==> src/rtl/bank_select_ctrl.sv <==
module bank_select_ctrl #(
  parameter int NBANK = 8,
  parameter int AW = 32,
  parameter int PAGE_LSB = 12,
  parameter int MISS_CYCLES = 16,
  localparam int IDXW = $clog2(NBANK)
) (
  input  logic             clk,
  input  logic             rst_n,
  input  logic             cfg_we,
  input  logic             cfg_opt,
  input  logic [IDXW-1:0]  cfg_idx,
  input  logic [AW-1:0]    cfg_wdata,
  input  logic             req_valid,
  input  logic [AW-1:0]    req_addr,
  input  logic             req_write,
  input  logic [1:0]       req_size,
  input  logic             req_burst,
  input  logic             ext_done,
  output logic [NBANK-1:0] cs_n,
  output logic             oe_n,
  output logic [3:0]       we_n,
  output logic             xfer_ack,
  output logic             burst_refuse,
  output logic             ext_go,
  output logic [1:0]       ext_msel,
  output logic             bus_err
);

  localparam int CW = $clog2(MISS_CYCLES + 1);
  localparam int VALID_BIT = 0;
  localparam int MSEL_LSB = 6;
  localparam int BI_BIT = 8;

  typedef enum logic [2:0] {S_IDLE, S_GP1, S_GP2, S_EXT, S_MISS} state_t;

  logic [AW-1:PAGE_LSB] base_q [NBANK];
  logic [AW-1:PAGE_LSB] mask_q [NBANK];
  logic [1:0]           msel_q [NBANK];
  logic [NBANK-1:0]     valid_q, bi_q, hit;

  state_t          st;
  logic [IDXW-1:0] sel, bank_q;
  logic            any_hit, wr_q, refuse_q, go_q;
  logic [3:0]      lanes_q;
  logic [1:0]      msel_lat;
  logic [CW-1:0]   cnt;

  always_ff @(posedge clk or negedge rst_n) begin
    if (!rst_n) begin
      for (int i = 0; i < NBANK; i++) begin
        base_q[i] <= '0;
        mask_q[i] <= '0;
        msel_q[i] <= '0;
      end
      valid_q <= '0;
      bi_q    <= '0;
    end else if (cfg_we) begin
      if (cfg_opt) begin
        mask_q[cfg_idx] <= cfg_wdata[AW-1:PAGE_LSB];
        bi_q[cfg_idx]   <= cfg_wdata[BI_BIT];
      end else begin
        base_q[cfg_idx]  <= cfg_wdata[AW-1:PAGE_LSB];
        msel_q[cfg_idx]  <= cfg_wdata[MSEL_LSB+1:MSEL_LSB];
        valid_q[cfg_idx] <= cfg_wdata[VALID_BIT];
      end
    end
  end

  for (genvar g = 0; g < NBANK; g++) begin : g_cmp
    assign hit[g] = valid_q[g] &&
                    (((req_addr[AW-1:PAGE_LSB] ^ base_q[g]) & mask_q[g]) == '0);
  end

  always_comb begin
    sel = '0;
    for (int i = NBANK - 1; i >= 0; i--)
      if (hit[i]) sel = IDXW'(i);
  end
  assign any_hit = |hit;

  function automatic logic [3:0] lane_mask(input logic [1:0] size, input logic [1:0] off);
    case (size)
      2'd0:    lane_mask = 4'b1000 >> off;
      2'd1:    lane_mask = off[1] ? 4'b0011 : 4'b1100;
      default: lane_mask = 4'b1111;
    endcase
  endfunction

  always_ff @(posedge clk or negedge rst_n) begin
    if (!rst_n) begin
      st       <= S_IDLE;
      bank_q   <= '0;
      wr_q     <= 1'b0;
      refuse_q <= 1'b0;
      go_q     <= 1'b0;
      lanes_q  <= '0;
      msel_lat <= '0;
      cnt      <= '0;
    end else begin
      go_q <= 1'b0;
      case (st)
        S_IDLE: if (req_valid) begin
          bank_q   <= sel;
          wr_q     <= req_write;
          lanes_q  <= lane_mask(req_size, req_addr[1:0]);
          refuse_q <= req_burst && bi_q[sel];
          msel_lat <= msel_q[sel];
          cnt      <= '0;
          if (!any_hit)
            st <= S_MISS;
          else if (msel_q[sel] == 2'b00)
            st <= S_GP1;
          else begin
            st   <= S_EXT;
            go_q <= 1'b1;
          end
        end
        S_GP1: st <= S_GP2;
        S_GP2: st <= S_IDLE;
        S_EXT: if (ext_done) st <= S_IDLE;
        S_MISS:
          if (cnt == CW'(MISS_CYCLES - 1)) st <= S_IDLE;
          else cnt <= cnt + 1'b1;
        default: st <= S_IDLE;
      endcase
    end
  end

  logic gp, active;
  assign gp     = (st == S_GP1) || (st == S_GP2);
  assign active = gp || (st == S_EXT);

  assign cs_n         = ~(active ? (NBANK'(1) << bank_q) : '0);
  assign oe_n         = !(gp && !wr_q);
  assign we_n         = ~((gp && wr_q) ? lanes_q : 4'b0000);
  assign xfer_ack     = (st == S_GP2);
  assign burst_refuse = (st == S_GP2) && refuse_q;
  assign ext_go       = (st == S_EXT) && go_q;
  assign ext_msel     = (st == S_EXT) ? msel_lat : 2'b00;
  assign bus_err      = (st == S_MISS) && (cnt == CW'(MISS_CYCLES - 1));

endmodule

==> config.mk <==
export PLATFORM = sky130hd
export DESIGN_NAME = bank_select_ctrl
export DESIGN_NICKNAME = d
export VERILOG_FILES = /design/src/rtl/bank_select_ctrl.sv
export SDC_FILE = /design/constraint.sdc
export NUM_CORES = 1
export LEC_CHECK = 0
export BUFFER_PORTS_ARGS = -buffer_cell sky130_fd_sc_hd__clkbuf_2
export CAP_MARGIN = 25
export CORE_MARGIN = 4
export CORE_UTILIZATION = 50
export CTS_CLUSTER_DIAMETER = 30
export CTS_CLUSTER_SIZE = 28
export DETAILED_ROUTE_END_ITERATION = 6
export PLACE_DENSITY = 0.67
export SETUP_SLACK_MARGIN = 0.3
export SYNTH_ARGS = -nofsm -noshare
export SYNTH_HDL_FRONTEND = slang
export SYNTH_SLANG_ARGS = --single-unit
==> constraint.sdc <==
create_clock -name clk -period 6.3 [get_ports clk]
set_input_delay 0.63 -clock clk [delete_from_list [all_inputs] [get_ports clk]]
set_output_delay 0.63 -clock clk [all_outputs]
set_load 0.05 [all_outputs]
# Yosys cells after proc, flatten, opt, wreduce, memory -nomap -nowiden
# Cells that the tools add are included.
op_classes:
  div_mod_pow: 0
  n_addsub: 1
  n_mux: 42
  n_lt_le_gt_ge: 6
  mul: 0
  n_eq_ne: 10
  reduce_logical: 38
  shifts: 2
  bitwise: 21
ops:
  columns: ["op", "n"]
  rows:
  - ["$bwmux W160", 2]
  - ["$and A20 B20 Y20", 8]
  - ["$logic_not A20 Y1", 8]
  - ["$xor A20 B20 Y20", 8]
  - ["$demux W20 S3", 1]
  - ["$mux W3", 12]
  - ["$mux W20", 1]
  - ["$bwmux W16", 1]
  - ["$bwmux W8", 2]
  - ["$logic_and A1 B1 Y1", 16]
  - ["$pmux W3 S4", 1]
  - ["$mux W2", 5]
  - ["$mux W5", 2]
  - ["$pmux W5 S2", 1]
  - ["$ge A4 B4 Y1 const B", 2]
  - ["$lt A3 B4 Y1 const B", 2]
  - ["$mux W4", 2]
  - ["$mux W8", 1]
  - ["$ne A2 B2 Y1 const B", 4]
  - ["$not A3 Y4", 2]
  - ["$not A8 Y8", 1]
  - ["$pmux W4 S2", 1]
  - ["$reduce_or A8 Y1", 1]
  - ["$shl A1 B3 Y8 const A", 1]
  - ["23 further kinds", 35]
totals:
  elab_cells: 154
  memories: 0
  mem_bits_ro: 0
  ram_bits: 0
  latchBits: 0
  reg_bits: 372
  input_bits: 77

# Depth between registers and ports, before layout
# Gate-level depths: netlist of run 1.
logic_depth:
  depth_word: 21
  mapped_depth: 13
  mapped_depth_nobuf: 11

# Worst setup path before layout of run 1
# Ideal clock, no wire load.
synth_timing:
  path_kind: "register -> output"
  startpoint: "reg st[2]"
  endpoint: "out burst_refuse"
  path_stages_with_launch: 4
  slack_ns: 3.427
  required_ns: 5.670
  arrival_time_ns: 2.243
  path_cell_list: "dfrtp_1 -> buf_6 -> nor3b_1 -> and2_1"
synth_via:
  elab_chain_len: 2
synth_lines:
  columns: ["element", "line_no", "rtl"]
  rows:
  - ["start: declaration", "42", "state_t st;"]
  - ["start signal: assignment", "92", "st <= S_IDLE;"]
  - ["start signal: assignment", "111", "st <= S_MISS;"]
  - ["start signal: assignment", "113", "st <= S_GP1;"]
  - ["$eq A3 B2 Y1", null, null]
  - ["via xfer_ack", "23", "output logic xfer_ack,"]
  - ["$logic_and A1 B1 Y1", "138", "assign burst_refuse = (st == S_GP2) && refuse_q;"]
  - ["end: declaration", "24", "output logic burst_refuse,"]
# The timed path passes the listed nets, and every way through them passes these cells.

# Final worst setup path of run 1
layout_timing:
  startpoint: "reg base_q[33] in the netlist's numbering"
  endpoint: "reg st[1]"
layout_via:
  elab_chain_len: 20
  word_cells_on_any_way: 21
  classes_between: "mux (14); bitwise (3); reduce/logical (4)"
layout_lines:
  columns: ["element", "line_no", "rtl"]
  rows:
  - ["start: declaration", "37", "logic [AW-1:PAGE_LSB] base_q [NBANK];"]
  - ["start signal: indexed assignment", "63", "base_q[cfg_idx] <= cfg_wdata[AW-1:PAGE_LSB];"]
  - ["$xor A20 B20 Y20 *", "72", "(((req_addr[AW-1:PAGE_LSB] ^ base_q[g]) & mask_q[g]) == '0);"]
  - ["$and A20 B20 Y20 *", "72", null]
  - ["$logic_not A20 Y1 *", "72", null]
  - ["$logic_and A1 B1 Y1 *", "71", "assign hit[g] = valid_q[g] &&"]
  - ["$mux W3 (7 in a row)", "78", "if (hit[i]) sel = IDXW'(i);"]
  - ["$not A3 Y4 (not written as such)", "112", "else if (msel_q[sel] == 2'b00)"]
  - ["$bmux W2 S3", "112", null]
  - ["$mux W2 (not written as such) (2 in a row)", "112", null]
  - ["$logic_not A2 Y1", "112", null]
  - ["$mux W2", "112", null]
  - ["$mux W3 *", "110", "if (!any_hit)"]
  - ["$mux W3 *", "103", "S_IDLE: if (req_valid) begin"]
  - ["$pmux W3 S4 *", "102", "case (st)"]
  - ["end signal: assignment", "111", null]
  - ["end signal: assignment", "113", null]
  - ["end signal: assignment", "115", "st <= S_EXT;"]
# Every way passes the cells marked *; elsewhere a longest branch is shown, timed or not. The select of a mux whose other input is x is not followed.
# A chain may end at the register's enable or synchronous reset.

==> results_dict.tcl, run 1 <==
set metrics [dict create \
    synth_top_family_by_area "multiplexers" \
    via_count 10259 \
    drc 0 \
    slew_headroom 0.3256 \
    dieArea_um2 36630 \
    drv_cap 0 \
    synth_seq_area_share 0.5536 \
    synthTopCellsByArea "dfrtp_1, mux2_2, xor2_1" \
    gp_congestion 0.8546 \
    grt_pass1_wl_um 63580 \
    n_fill_cell 2535 \
    synth.distinct_cells 46 \
    switching_power_mw 2.347 \
    muxShareOfSynthArea 0.2509 \
    async_flop_share 1.000 \
    synth_cells 1228 \
    synth_edf_count 0 \
    cp.arrival_ps 3600 \
    critPathKind "reg -> reg" \
    port_buffers 77 \
    setup_ws_ps 3170 \
    cts_sinks 372 \
    vdd_drop_max_v 0.0002569 \
    yosys.area_share.adder 0.001488 \
    tns_ps 0 \
    setup_viol 0 \
    drt_iter0_markers 534 \
    yosys_warnings 0 \
    cp-end-kind "flip-flop" \
    initial_core_util 0.5116 \
    final_cells 1847 \
    power.share.switching 0.2512 \
    die_h_um 191.4 \
    cts-root-buf "clkbuf_16" \
    dp_slack_ps 2588 \
    synth_nets 1307 \
    intPower_mw 6.997 \
    path_clk_slew_ps 40 \
    drive_gt1_frac 0.4434 \
    grtUsageTotal 0.2265 \
    postCtsHoldBufs 0 \
    fin_skew_ps 14.39 \
    synthSimpleGateAreaFrac 0.04115 \
    synthXorXnorAreaFrac 0.08385 \
    synthTopCellsByCount "dfrtp_1, mux2_2, xor2_1" \
    hold_viol 0 \
    yosys_most_used_dff "dfrtp_1" \
    io_pins 96 \
    crit_fanout 7 \
    hpwl_um 24870 \
    min_period_over_period 0.4969 \
    min_period_ps 3130 \
    cts_buffers 88 \
    ant_nets 0 \
    worstHoldPathType "in -> async" \
    synth-compound-area-share 0.04702 \
    fmax_mhz 319.5 \
    clk_latency_ps 580 \
    cts.repair.resized 0 \
    clkPwrFrac 0.499 \
    antenna_found_initial 1 \
    p_leak_nw 9.328 \
    nNetsFinal 1413 \
    critical_path_required_ps 6770 \
    yosysMostFrequentCell "dfrtp_1" \
    power.density_nw_per_um2 450.7 \
    antenna_cells 0 \
    rsz0062_at_grt "false" \
    maxSlewViolCount 0 \
    synth_top_area_frac 0.5536 \
    overflow 0 \
    grt_pass1_vias 11188 \
    power_frac_seq 0.356 \
    avgViaCountPerCell 5.554 \
    routed_wl_um 39920 \
    die_w_um 191.4 \
    avgSynthCellArea_um2 13.69 \
    syn_area_um2 16820 \
    cts_tree "yes" \
    p_total_mw 9.345 \
    synth_top_area_cell "dfrtp_1" \
    worstSetupStartpointType "flip-flop" \
    worst_pin_slew_ps 1012 \
    area_delta_synth_final_pct 23.30 \
    combPwrFrac 0.145 \
    drtPass1Iterations 4 \
    dp.cells 1686 \
    htree_levels 3 \
    grt_max_degree 150 \
    cts_setup_buffers 0 \
    routedWlPerCell_um 21.62 \
    status "finished clean" \
    synth-seq-cells 372 \
    core_area_um2 32870 \
    rows 66 \
    max-clock-path-buffers 3 \
]
==> cell usage in the layout (no fill, tap or decap), types with 9 or more instances in the layout <==
cell       synthesis  final
clkbuf_16          0     89
clkbuf_2           0     76
mux2i_1           21     21
clkinv_2           0     15
xor2_1           160    160
nand2_1           26     26
clkbuf_1          41     12
nand4_1           15     15
nand3_1           12     12
nand2b_1           9      9
nor2_1            28     19
mux2_2           356    356
dfrtp_1          372    372
buf_4              3     17
clkbuf_8           0     20
a22oi_1           64     64
nor2_2             0      9
bufinv_16          0     12
==> per-layer routing <==
layer  global-route usage  wire (µm)
met5                    0          0
met3              0.04091       1390
met1               0.3057      18130
met4              0.07597        934
met2               0.3727      19470
==> stage by stage <==
stage | area, µm² | hold WS (ps) | util
global route | 20730 | 242.4 | 0.6309
finish | 20730 | 103.4 | 0.6309
floorplan | 16820 | 334.4 | -
detailed placement | 17620 | 491.9 | 0.5362
global placement | 17610 | 487.6 | 0.5357
CTS | 20730 | 184.9 | 0.6309
==> worst max-delay path: stages (launching register included) <==
cell and delay [ps]:
dfrtp_1 380, xor2_1 150, a222oi_1 620, nand3_1 210, or3_1 350, a21oi_1 150, o21bai_1 120, a21oi_4 360
mux2i_1 130, mux2i_1 240, nand2_1 130, a31o_1 190
==> power by group through the flow <==
stage / clock network [mW] / logic [mW] / registers [mW]
floorplan: 0 / 1.05 / 3.26
global placement: 0 / 1.32 / 3.33
detailed placement: 0 / 1.36 / 3.35
CTS: 4.73 / 1.38 / 3.33
global route: 4.87 / 1.51 / 3.40
finish: 4.66 / 1.36 / 3.33
==> cell type report <==
type,instances,area (µm²),area share
Sequential cell,372,9309,0.4489
Multi-Input combinational cell,770,7164,0.3455
Clock buffer,121,2547,0.1229
Timing Repair Buffer,97,578.1,0.02788
Clock inverter,40,564.3,0.02721
Tap cell,442,553.0,0.02667
Inverter,5,18.77,0.0009051
==> flip-flops by register name (all words and copies together), names as in the netlist <==
name,cells
base_q,160
mask_q,160
msel_q,16
bi_q,8
valid_q,8
cnt,5
lanes_q,4
bank_q,3
st,3
msel_lat,2
go_q,1
refuse_q,1
wr_q,1
==> cells by family after synthesis <==
group	Yosys count
muxes	377
DFF	372
xor gates and xnor gates	161
and+or+nand+nor	126
AOI/OAI and AO/OA	104
buffers and inverters	86
adders and majority gates	2
==> path summary, 6_finish.rpt <==
| kind | startpoint | end | slack [ps] | depth (start not counted) |
|---|---|---|---|---|
| setup / recovery | base_q[33] | st[1] | 3170 | 11 |
| hold / removal | rst_n | mask_q[91] | 100 | 1 |
| setup reg to reg | base_q[33] | st[1] | 3170 | 11 |
| hold reg to reg | msel_q[12] | msel_q[12] | 500 | 1 |
| max in group asynchronous | rst_n | base_q[44] | 4860 | 2 |
| min in group clk | req_burst | refuse_q | 280 | 3 |
Note: power is estimated with default switching activity, not from simulation.
==> run 2, diff against run 1 <==
Settings changed: ABC_AREA from default to 1.
Clock period 6.3 ns to 3 ns, I/O delays scaled along.
==> results_dict.tcl, run 2 <==
set metrics [dict create \
    area_delta_synth_final_pct 24.17 \
    htree_levels 3 \
    rows 67 \
    ant_nets 0 \
    r2r_end "st[1]" \
    worstHoldPathType "in -> reg" \
    vdd_drop_max_v 0.0006529 \
    largestRegisters "base_q: 160 flops, mask_q: 160 flops, msel_q: 16 flops" \
    grt_max_degree 92 \
    async_flop_share 1.000 \
    clk_latency_ps 580 \
    drt_iter0_markers 1133 \
    synth_top_area_frac 0.5466 \
    min_path_cells 3 \
    synth_top_area_cell "dfrtp_1" \
    rrSetupSlack_ps 490 \
    avgSynthCellArea_um2 8.195 \
    drc 0 \
    max-clock-path-buffers 3 \
    hold_viol 0 \
    fmax_mhz 398.1 \
    synthTopCellsByArea "dfrtp_1, nand2_1, o21ai_0" \
    port_buffers 77 \
    synth.distinct_cells 42 \
    die_h_um 192.6 \
    routed_wl_um 48620 \
    p_leak_nw 10.08 \
    drive_gt1_frac 0.1441 \
    layout_common_cells "nand2_1, dfrtp_1, o21ai_0, nor2_1, inv_1" \
    rr_worst_depth 19 \
    min_period_ps 2512 \
    antenna_found_initial 7 \
    whs_ps 12.74 \
    topRoutingLayerUsed "met5" \
    dp.cells 2545 \
    avgViaCountPerCell 5.390 \
    status "finished clean" \
    drv_cap 0 \
    hold_end "base_q[85]" \
    fin_skew_ps 17.60 \
    critical_path_required_ps 3470 \
    cp.arrival_ps 2980 \
    via_count 14607 \
    synth_nets 2157 \
    power.density_nw_per_um2 910.7 \
    cp-end-kind "flip-flop" \
    path_clk_slew_ps 50 \
    grt_pass1_wl_um 77580 \
    crit_fanout 17 \
    yosys_warnings 0 \
    yosysMostFrequentCell "nand2_1" \
    worstSetupStartpointType "flip-flop" \
    dieArea_um2 37080 \
    io_pins 96 \
    tns_ps 0 \
    overflow 0 \
    antenna_cells 0 \
    critPathKind "reg -> reg" \
    setup_viol 0 \
    hp-start "cfg_wdata[17]" \
    core_area_um2 33530 \
    synth_cells 2078 \
    cts-root-buf "clkbuf_16" \
    cts_tree "yes" \
    worst_pin_slew_ps 753.2 \
    maxSlewViolCount 0 \
    cts_sinks 372 \
    p_total_mw 19.26 \
    nNetsFinal 2278 \
    rsz0062_at_grt "false" \
    die_w_um 192.6 \
    synth_seq_area_share 0.5466 \
    slew_headroom 0.4978 \
    layout_commonest_cell "nand2_1" \
    min_period_over_period 0.8373 \
    grt_pass1_vias 14286 \
    final_cells 2710 \
    route.met3.wl_um 2888 \
    synth-seq-cells 372 \
    routedWlPerCell_um 17.94 \
    drt-met1-wl_um 20560 \
    cts_buffers 79 \
    initial_core_util 0.5079 \
    yosys_most_used_dff "dfrtp_1" \
    dr_wl_met2_um 23410 \
    grtUsageTotal 0.2701 \
    gp_congestion 0.9445 \
    hpwl_um 31960 \
    synthTopCellsByCount "nand2_1, dfrtp_1, o21ai_0" \
    drtPass1Iterations 5 \
    syn_area_um2 17030 \
    regToRegStartpoint "base_q[81]" \
    synth_edf_count 0 \
]
## run 2: cell types whose count changed in the layout (fill, tap and decap cells not counted), sizes merged, moves of 31 or more
cell,previous run,this run
a22oi,64,0
nor2,28,185
nand2,26,575
or2,1,37
xor2,160,25
a21oi,9,108
mux2,356,0
inv,11,150
buf,21,52
o21ai,5,368
nand3,12,86
## run 2: through the flow
stage | worst slack, ps | util | cell area (µm²)
2_1_floorplan | 736.9 | - | 17040
3_3_place_gp | 198.6 | 0.5374 | 18020
3_5_place_dp | 190.3 | 0.5374 | 18020
4_1_cts | 321.6 | 0.6300 | 21130
5_1_grt | 315.4 | 0.6306 | 21150
6_report | 488.1 | 0.6306 | 21150
## run 2: how the worst max path moves through the flow
stage | from | endpoint | depth (start not counted)
CTS | base_q[81] | st[1] | 19
global route | base_q[0] | st[1] | 17
floorplan | st[2] | burst_refuse | 1
finish | base_q[81] | st[1] | 19
global placement | req_addr[26] | st[1] | 20
detailed placement | req_addr[26] | st[1] | 20
## run 2: worst max-delay path: stages (launching register included)
cell and delay [ps]:
dfrtp_1 380, or2_2 270, nand3_1 110, nand2_1 70
nor3_1 170, nand2_1 170, nor2_4 160, nand3_2 100
nand2_1 90, nand2_1 80, nand2_4 90, nand2_4 130
nand2_1 90, nand3_1 80, nand2_1 70, nand2_1 40
nand2_1 100, nand2_2 60, nand2_2 70, a21oi_2 50
## run 2: repair_timing
item	CTS	global route
setup endpoints to repair	0	5
hold buffers	21	0
hold endpoints to repair	122	0
setup buffers	0	0
gates resized for setup	0	5
## run 2: logic make-up after synthesis
logic type	after synthesis	share of synthesized area
and+or+nand+nor	938	0.2314
AOI/OAI and AO/OA	491	0.1477
DFF	372	0.5466
buffers and inverters	249	0.05951
xor gates and xnor gates	26	0.01337
adders and majority gates	2	0.001469
## run 2: area by class of cell
type,count,area [µm²]
Inverter,140,525.5
Sequential cell,372,9309
Tap cell,448,560.5
Clock inverter,44,646.9
Multi-Input combinational cell,1457,6779
Fill cell,2799,12390
Clock buffer,100,2250
Timing Repair Buffer,149,1076
## run 2: per-layer routing
layer / vias to the layer above / track usage
met1: 7034 / 0.3540
met4: 12 / 0.1138
li1: 7019 / -
met3: 115 / 0.05065
met2: 427 / 0.4436
met5: - / 0
## run 2: where the power goes
part           total (mW)  internal [mW]  leakage, nW  switching [mW]
clock network        9.34           6.51         1.42            2.83
logic                3.11           1.16         4.05            1.95
registers            6.81           6.15         4.62           0.663
==> run 3, diff against run 2 <==
Settings changed: PLACE_DENSITY 0.67 to 0.7.
Clock period 3 ns to 2.2 ns, I/O delays scaled along.
==> results_dict.tcl, run 3 (same netlist as run 2, synthesis figures left out) <==
set metrics [dict create \
    grt_pass1_vias 15517 \
    hold_viol 0 \
    antenna_found_initial 4 \
    cp.arrival_ps 2990 \
    setup_ws_ps -258.0 \
    routedWlPerCell_um 18.62 \
    htree_levels 3 \
    path_clk_slew_ps 40 \
    initial_core_util 0.5079 \
    drc 0 \
    status "finished with violations" \
    n_fill_cell 2551 \
    area_delta_synth_final_pct 33.66 \
    rsz0062_at_grt "true" \
    worstSetupStartpointType "flip-flop" \
    core_area_um2 33530 \
    grtUsageTotal 0.2911 \
    crit_family "simple AND/OR/NAND/NOR gates" \
    crit_fanout 8 \
    dieArea_um2 37080 \
    critical_path_required_ps 2730 \
    violations "setup timing" \
    setup_viol 5 \
    crit_slowest_cell "dfrtp_1" \
    die_w_um 192.6 \
    overflow 0 \
    largestRegisters "base_q: 160 flops, mask_q: 160 flops, msel_q: 16 flops" \
    rows 67 \
    routed_wl_um 52930 \
    p_total_mw 27.84 \
    cts_buffers 84 \
    layout_common_cells "nand2_1, dfrtp_1, o21ai_0, nor2_1, buf_4" \
    crit_top_cell "nand2_2" \
    maxSlewViolCount 0 \
    crit_path_max_incr_delay_ps 380 \
    vdd_drop_max_v 0.0007013 \
    crit_buf_inv 2 \
    fin_util 0.6788 \
    min_period_ps 2458 \
    worstHoldPathType "in -> reg" \
    min_period_over_period 1.117 \
    tns_ps -963.8 \
    hpwl_um 33590 \
    drt_iter0_markers 1356 \
    gp_congestion 0.9142 \
    drv_cap 0 \
    p_leak_nw 10.87 \
    drtPass1Iterations 6 \
    clk_latency_ps 610 \
    rrSetupSlack_ps -260 \
    via_count 15627 \
    design_area_um2 22760 \
    die_h_um 192.6 \
    grt_max_degree 78 \
    port_buffers 77 \
    critPathKind "reg -> reg" \
    grt_pass1_wl_um 83170 \
    placed_area_um2 19020 \
    cp-end-kind "flip-flop" \
    layout_commonest_cell "nand2_1" \
    worst_pin_slew_ps 575.6 \
    cts_sinks 372 \
    ant_nets 0 \
    max-clock-path-buffers 3 \
    fmax_mhz 406.8 \
    io_pins 96 \
    fin_skew_ps 17.12 \
    drive_gt1_frac 0.2194 \
    nNetsFinal 2402 \
    cts-root-buf "clkbuf_16" \
    avgViaCountPerCell 5.499 \
    slew_headroom 0.6162 \
    power.density_nw_per_um2 1223 \
    path_cells "nor2_1 > nor2_1 > nor4_2 > buf_4 > nand2_1 > nor3_4 > nand3_4 > nand2_8 > buf_6 > nand2_2 > nand3_2 > nand2_2 > nand2_2 > nand2_2 > nand2_2 > nand2_2 > a21oi_2" \
    cts_tree "yes" \
]
run 3: final timing paths:
path	start	to	cells after the start
max in group asynchronous	rst_n	mask_q[71]	3
worst min register to register	mask_q[151]	mask_q[151]	2
worst max-delay path	base_q[152]	st[1]	17
min in group asynchronous	rst_n	base_q[126]	2
worst max register to register	base_q[152]	st[1]	17
worst min-delay path	req_size[0]	lanes_q[1]	5
run 3: power breakdown:
part | internal (mW) | switching (mW)
sequential | 8.39 | 0.932
combinational | 2.12 | 3.04
clock | 9.26 | 4.10
run 3: worst register-to-register path, cell delays in order (launching register included):
cell and delay (ps):
dfrtp_1 380, nor2_1 150, nor2_1 90, nor4_2 340, buf_4 180, nand2_1 80
nor3_4 160, nand3_4 170, nand2_8 130, buf_6 140, nand2_2 50, nand3_2 60
nand2_2 60, nand2_2 70, nand2_2 70, nand2_2 70, nand2_2 60, a21oi_2 130
run 3: stage by stage:
stage	instances	setup slack, ps	hold slack [ps]
after global routing	2841	-359.5	77.30
after CTS	2837	-147.2	31.69
after global placement	2647	-563.6	164.8
after floorplan	2078	202.6	-75.59
after detailed placement	2647	-592.8	165.4
final	2842	-258.0	49.95
run 3: layout make-up:
cell class / instances / area (µm²) / share of cell area
clock inverters: 56 / 782.0 / 0.03435
diodes: 1 / 2.502 / 0.0001099
repair buffers: 268 / 2175 / 0.09553
multi-input cells: 1457 / 7137 / 0.3135
flip-flops and latches: 372 / 9309 / 0.4089
well taps: 448 / 560.5 / 0.02462
inverters: 140 / 525.5 / 0.02309
clock buffers: 100 / 2272 / 0.09982
run 3: routing by layer:
metal	routed length [µm]	GRT usage	vias to the layer above
li1	-	-	7292
met1	20950	0.3649	7562
met2	25550	0.4794	611
met3	3907	0.06241	156
met4	2484	0.1465	6
met5	39	0	-
run 3: what timing repair did:
| item | 4_1_cts | 5_1_grt |
|---|---|---|
| endpoints found under the setup margin | 27 | 27 |
| cloned | 0 | 0 |
| buffers inserted | 4 | 4 |
| resized for setup | 69 | 42 |
| endpoints found under the hold margin | 316 | 0 |
| pin swaps | 18 | 29 |
| hold buffers | 30 | 0 |
